<file path="src/rtl/flashresp_pkg.sv">
package flashresp_pkg;

  typedef enum logic [2:0] {
    PH_CMD, PH_ADDR, PH_DUMMY, PH_DATA, PH_CFG, PH_SKIP
  } phase_e;

  // decoded command attributes, latched once the opcode is complete
  typedef struct packed {
    logic is_read;
    logic is_id;
    logic is_cfg;
    logic addr_w4;
    logic data_w4;
    logic dummy;
  } cmd_t;

  // array content: a pure function of the byte index
  function automatic logic [7:0] fill_byte(input logic [15:0] idx);
    return idx[7:0] ^ idx[15:8] ^ 8'h3C;
  endfunction

endpackage

</file>
<file path="src/rtl/fr_edge.sv">
module fr_edge (
  input  logic clk,
  input  logic rst_n,
  input  logic sck,
  input  logic cs_n,
  output logic sck_rise,
  output logic sck_fall,
  output logic cs_rise
);
  logic sck_q, cs_q;

  always_ff @(posedge clk) begin
    if (!rst_n) begin
      sck_q <= 1'b0;
      cs_q  <= 1'b1;
    end else begin
      sck_q <= sck;
      cs_q  <= cs_n;
    end
  end

  assign sck_rise = sck & ~sck_q & ~cs_n;
  assign sck_fall = ~sck & sck_q & ~cs_n;
  assign cs_rise  = cs_n & ~cs_q;
endmodule

</file>
<file path="src/rtl/fr_decode.sv">
module fr_decode
  import flashresp_pkg::*;
#(
  parameter logic [7:0] CFG_OP = 8'hB1
) (
  input  logic [7:0] op,
  input  logic       quad,
  output cmd_t       cmd
);
  always_comb begin
    cmd = '0;
    if (op == CFG_OP) begin
      cmd.is_cfg = 1'b1;
    end else begin
      unique case (op)
        8'h03: begin
          cmd.is_read = 1'b1; cmd.addr_w4 = quad; cmd.data_w4 = quad;
        end
        8'h0B: begin
          cmd.is_read = 1'b1; cmd.addr_w4 = quad; cmd.data_w4 = quad;
          cmd.dummy = 1'b1;
        end
        8'h6B: begin
          cmd.is_read = 1'b1; cmd.addr_w4 = quad; cmd.data_w4 = 1'b1;
          cmd.dummy = 1'b1;
        end
        8'hEB: begin
          cmd.is_read = 1'b1; cmd.addr_w4 = 1'b1; cmd.data_w4 = 1'b1;
          cmd.dummy = 1'b1;
        end
        8'h9F: begin
          cmd.is_id = ~quad; cmd.data_w4 = 1'b0;
        end
        8'hAF: begin
          cmd.is_id = quad; cmd.data_w4 = 1'b1;
        end
        default: cmd = '0;
      endcase
    end
  end
endmodule

</file>
<file path="src/rtl/fr_shiftout.sv">
module fr_shiftout (
  input  logic       clk,
  input  logic       rst_n,
  input  logic       clear,
  input  logic       shift,
  input  logic       w4,
  input  logic [7:0] byte_in,
  output logic       load,
  output logic [3:0] drive,
  output logic       active
);
  logic [2:0] rem;
  logic [7:0] sr;

  assign load = shift & (rem == 3'd0);

  always_ff @(posedge clk) begin
    if (!rst_n) begin
      rem    <= '0;
      sr     <= '0;
      drive  <= '0;
      active <= 1'b0;
    end else if (clear) begin
      rem    <= '0;
      active <= 1'b0;
    end else if (shift) begin
      active <= 1'b1;
      if (rem == 3'd0) begin
        drive <= w4 ? byte_in[7:4] : {2'b00, byte_in[7], 1'b0};
        sr    <= w4 ? {byte_in[3:0], 4'b0000} : {byte_in[6:0], 1'b0};
        rem   <= w4 ? 3'd4 : 3'd7;
      end else begin
        drive <= w4 ? sr[7:4] : {2'b00, sr[7], 1'b0};
        sr    <= w4 ? {sr[3:0], 4'b0000} : {sr[6:0], 1'b0};
        rem   <= rem - (w4 ? 3'd4 : 3'd1);
      end
    end
  end
endmodule

</file>
<file path="src/rtl/flash_mode_responder.sv">
module flash_mode_responder
  import flashresp_pkg::*;
#(
  parameter int         ADDR_BITS  = 24,
  parameter int         MEM_AW     = 8,
  parameter int         DUMMY_CLKS = 8,
  parameter logic [7:0] CFG_OP     = 8'hB1,
  parameter logic [7:0] MFR_ID     = 8'h5E,
  parameter logic [7:0] TYPE_ID    = 8'h71,
  parameter logic [7:0] CAP_ID     = 8'h18
) (
  input  logic       clk,
  input  logic       rst_n,
  input  logic       boot_quad,
  input  logic       cs_n,
  input  logic       sck,
  input  logic [3:0] dq_in,
  output logic [3:0] dq_out,
  output logic [3:0] dq_oe
);
  localparam int CNT_MAX = (ADDR_BITS > DUMMY_CLKS) ? ADDR_BITS : DUMMY_CLKS;
  localparam int CNT_W   = $clog2(CNT_MAX + 4) + 1;

  phase_e               phase;
  logic [CNT_W-1:0]     cnt, cnt_next, step;
  logic [ADDR_BITS-1:0] sr_in, sr_next;
  logic [MEM_AW-1:0]    addr_q;
  logic                 quad_q, pend_v, pend_bit;
  cmd_t                 dec_q, dec_now;
  logic                 sck_rise, sck_fall, cs_rise;
  logic                 in_w4, ph_data, shift_out, load, active;
  logic [7:0]           byte_src, id_byte;
  logic [3:0]           drive;

  fr_edge u_edge (
    .clk(clk), .rst_n(rst_n), .sck(sck), .cs_n(cs_n),
    .sck_rise(sck_rise), .sck_fall(sck_fall), .cs_rise(cs_rise)
  );

  assign in_w4    = (phase == PH_ADDR) ? dec_q.addr_w4 : quad_q;
  assign step     = in_w4 ? CNT_W'(4) : CNT_W'(1);
  assign cnt_next = cnt + step;
  assign sr_next  = in_w4 ? {sr_in[ADDR_BITS-5:0], dq_in}
                          : {sr_in[ADDR_BITS-2:0], dq_in[0]};

  fr_decode #(.CFG_OP(CFG_OP)) u_dec (
    .op(sr_next[7:0]), .quad(quad_q), .cmd(dec_now)
  );

  always_comb begin
    unique case (addr_q[1:0])
      2'd0:    id_byte = MFR_ID;
      2'd1:    id_byte = TYPE_ID;
      default: id_byte = CAP_ID;
    endcase
  end
  assign byte_src  = dec_q.is_id ? id_byte : fill_byte(16'(addr_q));
  assign ph_data   = (phase == PH_DATA);
  assign shift_out = sck_fall & ph_data;

  fr_shiftout u_out (
    .clk(clk), .rst_n(rst_n), .clear(cs_n | ~ph_data), .shift(shift_out),
    .w4(dec_q.data_w4), .byte_in(byte_src),
    .load(load), .drive(drive), .active(active)
  );

  always_ff @(posedge clk) begin
    if (!rst_n) begin
      quad_q   <= boot_quad;
      phase    <= PH_CMD;
      cnt      <= '0;
      sr_in    <= '0;
      addr_q   <= '0;
      dec_q    <= '0;
      pend_v   <= 1'b0;
      pend_bit <= 1'b0;
    end else if (cs_n) begin
      phase  <= PH_CMD;
      cnt    <= '0;
      pend_v <= 1'b0;
      if (cs_rise && pend_v) quad_q <= pend_bit;
    end else begin
      if (load) begin
        if (dec_q.is_id) addr_q <= (addr_q[1:0] == 2'd2) ? '0 : addr_q + 1'b1;
        else             addr_q <= addr_q + 1'b1;
      end
      if (sck_rise) begin
        unique case (phase)
          PH_CMD: begin
            sr_in <= sr_next;
            cnt   <= cnt_next;
            if (cnt_next == CNT_W'(8)) begin
              dec_q <= dec_now;
              cnt   <= '0;
              if (dec_now.is_read)      phase <= PH_ADDR;
              else if (dec_now.is_id) begin
                phase  <= PH_DATA;
                addr_q <= '0;
              end
              else if (dec_now.is_cfg)  phase <= PH_CFG;
              else                      phase <= PH_SKIP;
            end
          end
          PH_ADDR: begin
            sr_in <= sr_next;
            cnt   <= cnt_next;
            if (cnt_next == CNT_W'(ADDR_BITS)) begin
              addr_q <= sr_next[MEM_AW-1:0];
              cnt    <= '0;
              phase  <= dec_q.dummy ? PH_DUMMY : PH_DATA;
            end
          end
          PH_DUMMY: begin
            cnt <= cnt + 1'b1;
            if (cnt == CNT_W'(DUMMY_CLKS - 1)) begin
              cnt   <= '0;
              phase <= PH_DATA;
            end
          end
          PH_CFG: begin
            sr_in <= sr_next;
            cnt   <= cnt_next;
            if (cnt_next == CNT_W'(8)) begin
              pend_v   <= 1'b1;
              pend_bit <= sr_next[7];
              phase    <= PH_SKIP;
            end
          end
          default: ;
        endcase
      end
    end
  end

  assign dq_out = drive;
  assign dq_oe  = active ? (dec_q.data_w4 ? 4'b1111 : 4'b0010) : 4'b0000;
endmodule

</file>
<file path="config.mk">
export PLATFORM = sky130hd
export DESIGN_NAME = flash_mode_responder
export DESIGN_NICKNAME = d
export VERILOG_FILES = /design/src/rtl/flashresp_pkg.sv /design/src/rtl/fr_edge.sv /design/src/rtl/fr_decode.sv /design/src/rtl/fr_shiftout.sv /design/src/rtl/flash_mode_responder.sv
export SDC_FILE = /design/constraint.sdc
export NUM_CORES = 1
export LEC_CHECK = 0
export ABC_AREA = 0
export CELL_PAD_IN_SITES_DETAIL_PLACEMENT = 0
export CELL_PAD_IN_SITES_GLOBAL_PLACEMENT = 1
export CORE_ASPECT_RATIO = 0.7
export CORE_MARGIN = 3
export CORE_UTILIZATION = 45
export DETAILED_ROUTE_END_ITERATION = 6
export PLACE_DENSITY = 0.86
export SLEW_MARGIN = 20
export SYNTH_ARGS = -nofsm -noshare
export SYNTH_HDL_FRONTEND = slang
export SYNTH_HIERARCHICAL = 1
export SYNTH_SLANG_ARGS = --single-unit
</file>
<file path="constraint.sdc">
create_clock -name clk -period 7 [get_ports clk]
set_input_delay 0.7 -clock clk [delete_from_list [all_inputs] [get_ports clk]]
set_output_delay 0.7 -clock clk [all_outputs]
set_load 0.02 [all_outputs]
</file>
==> metrics <==
status completed; post-synth top area cell dfxtp_1; vias in the first global route 2,768; worst-skew pair later-pin latency 0.31 ns; initial antenna violation count 0; final hold slack ~0.45 ns; Post-CTS Setup Bufs 0; placed cell area 3540 sq um; vias 3,119; syn_nets 434; Tcrit/Tclk final 0.589; antenna viol nets, final 0; Final Setup Violations 0; per-cell routed wire length ~17 um; Peak Freq 0.243 GHz; first-pass GRT wire length ~14,000 um; Hold Startpoint pend_v; Num CTS Buffers 5; commonest non-fill, non-tap cell in the layout nand2_1; critical path launch point type register; Setup CP Type reg2reg; Synth Register Bits 48; CP Data Required Time 7.18 ns; yosys warns 6; Mapped Cells 420; Longest Clk Path Bufs 2; total power 529 uW; R2R cell count 11; GRT overflow 0; CTS tree done; sequential-to-total area share from yosys stat 0.288; ANT cells 0; RSZ-0062 raised after global routing false; IO Count 17; R2R Setup Slk 2.88 ns; Crit Reg-Reg Startpoint phase[0]; die area ~8600 sq um; Post-Layout Inst Area between 3000 and 4000 sq um; path type of the worst min-delay path reg2reg; Port Buf Inserts 16; Die Ht 78.4 um; H-tree depth 2; Yosys top cell area share 0.279; synthesized area 3370 sq um; fin nets 435; Site Rows 25; Root Buffer clkbuf_8; internal power 389 uW; skew final about 0.01 ns; CP endpoint kind register; Fill cells 692; Comb power frac 0.095; Cell Pwr Density 145 nW/um^2; DRT Pass-1 Iters 5; number of flops mapped to enable cells by yosys 1; Min-Delay Endpoint pend_v; # clock sinks between 40 and 50; Worst Tran Pin Value 0.814 ns; DR iter-0 viols about 240; Total GRT Usage 0.211; Synth Area per Inst approximately 8.0 sq um; Area Overhead vs Synth 8.24%; leakage dissipation around 0.0013 uW; layout cell share with drive strength beyond 1 0.0735; initial core utilization 0.481; MaxCap Viol Count 0; Post-synth ARST share 0; final hold vios 0; Peak VDD IR 0.109 mV; Final min period 4.12 ns; RR Endpoint addr_q[1]; largest net degree at the start of global routing 33; sw frac 0.264; setup TNS 0 ns; DPL Wire Length 6500 um; distinct cell type count after synthesis 68; crit-path max FO 14; Detailed Route WL a little under 9000 um; most frequent cells in the layout 49 x nand2_1, 47 x dfxtp_1, 30 x nor2_1; GPL Wtd Cong ~0.89; Pins Over Slew Limit 0; arrival time worst endpoint 4.30 ns; Die W approximately 110 um; main area contributors after synthesis dfxtp_1 28%, mux2i_1 7.4%, nand2_1 5.5%; CTS Hold Bufs 0; Vias/cell 6.04; Core ar. 7010 sq um; clock share of power 0.376; clock-pin transition on the worst setup and hold timing paths 0.10 ns; Slew Limit Headroom 0.453; sequential share of power 0.530; DRC viols 0; hold path depth 2; post-CTS sizing 0; ys flop type dfxtp_1; NetSw 139 uW
[metrics by stage]
step	util	worst slack, ns	instances
floorplan	-	3.53	420
global placement	0.503	3.17	508
detailed placement	0.505	2.99	508
CTS	0.521	2.96	516
finish	0.521	2.88	516
global route	0.521	2.60	516
[logic make-up after synthesis]
| group | count (synthesis) | share of synthesized area |
|---|---|---|
| adder cells (fa/ha/maj) | 5 | 0.0186 |
| AO/OA/AOI/OAI | 113 | 0.245 |
| AND/OR/NAND/NOR | 154 | 0.234 |
| buffers and inverters | 53 | 0.0750 |
| multiplexers | 35 | 0.108 |
| flip-flops | 48 | 0.288 |
| XOR/XNOR | 12 | 0.0312 |
[cells in the mapped netlist (all sizes together) (4+ instances only)]
cell type / count
nand2: 49
dfxtp: 47
nor2: 30
inv: 29
mux2i: 25
o21ai: 25
nand3: 18
a21oi: 16
clkbuf: 14
buf: 10
mux2: 10
nor3: 10
nor2b: 8
and2: 7
nand2b: 7
o221ai: 7
o21a: 6
xnor2: 6
xor2: 6
a211oi: 5
a22o: 5
a31oi: 5
ha: 5
or3: 5
a21boi: 4
nand4: 4
nor3b: 4
o2111ai: 4
o211a: 4
o211ai: 4
[flip-flops by register name (all words and copies together) (netlist names)]
name	flops
addr_q	8
cnt	6
dec_q	4
pend_bit	1
pend_v	1
phase	3
quad_q	1
sr_in	7
u_edge/cs_q	1
u_edge/sck_q	1
u_out/active	1
u_out/drive	4
u_out/rem	3
u_out/sr	7
[worst max-delay path, cell delays in order (launching register included)]
cell	delay [ns]
dfxtp_1	0.60
nor3b_2	0.41
o21a_2	0.41
inv_1	0.09
ha_1	0.37
a21oi_1	0.24
xnor2_1	0.14
nand3_1	0.13
a2111oi_4	0.62
nand2_1	0.33
o21ai_1	0.46
o221ai_1	0.19
[layout make-up]
type	instances	area, sq um	share of cell area
multi-input cells	319	2170	0.594
flip-flops and latches	48	971	0.266
repair buffers	18	175	0.0480
well taps	94	118	0.0322
inverters	29	109	0.0298
clock buffers	6	93.8	0.0257
clock inverters	2	16.3	0.00446
[layer usage]
metal	up-vias	wire, um	track usage	part of all wire
met4	0	53	0.0262	0.0060
met5	-	0	0	0
li1	1536	-	-	-
met1	1449	4700	0.339	0.54
met3	9	615	0.0485	0.070
met2	125	3400	0.286	0.39
[worst max path at each step]
stage	start	to	slack (ns)	cells past startpoint
6_report	phase[0]	addr_q[1]	2.88	11
5_1_grt	phase[0]	addr_q[1]	2.60	11
4_1_cts	phase[0]	addr_q[1]	2.96	11
3_5_place_dp	phase[0]	addr_q[1]	2.99	11
3_3_place_gp	cs_n	sr_in[0]	3.17	7
2_1_floorplan	phase[1]	phase[0]	3.53	13
[power by group through the flow]
stage,clock network [uW],logic [uW],registers (uW)
after floorplan,0,34.0,285
after detailed placement,0,49.3,286
after global routing,212,54.8,280
after CTS,201,49.7,280
after global placement,0,48.5,286
final,199,50.1,280
Power figures use the tool's default switching activity.
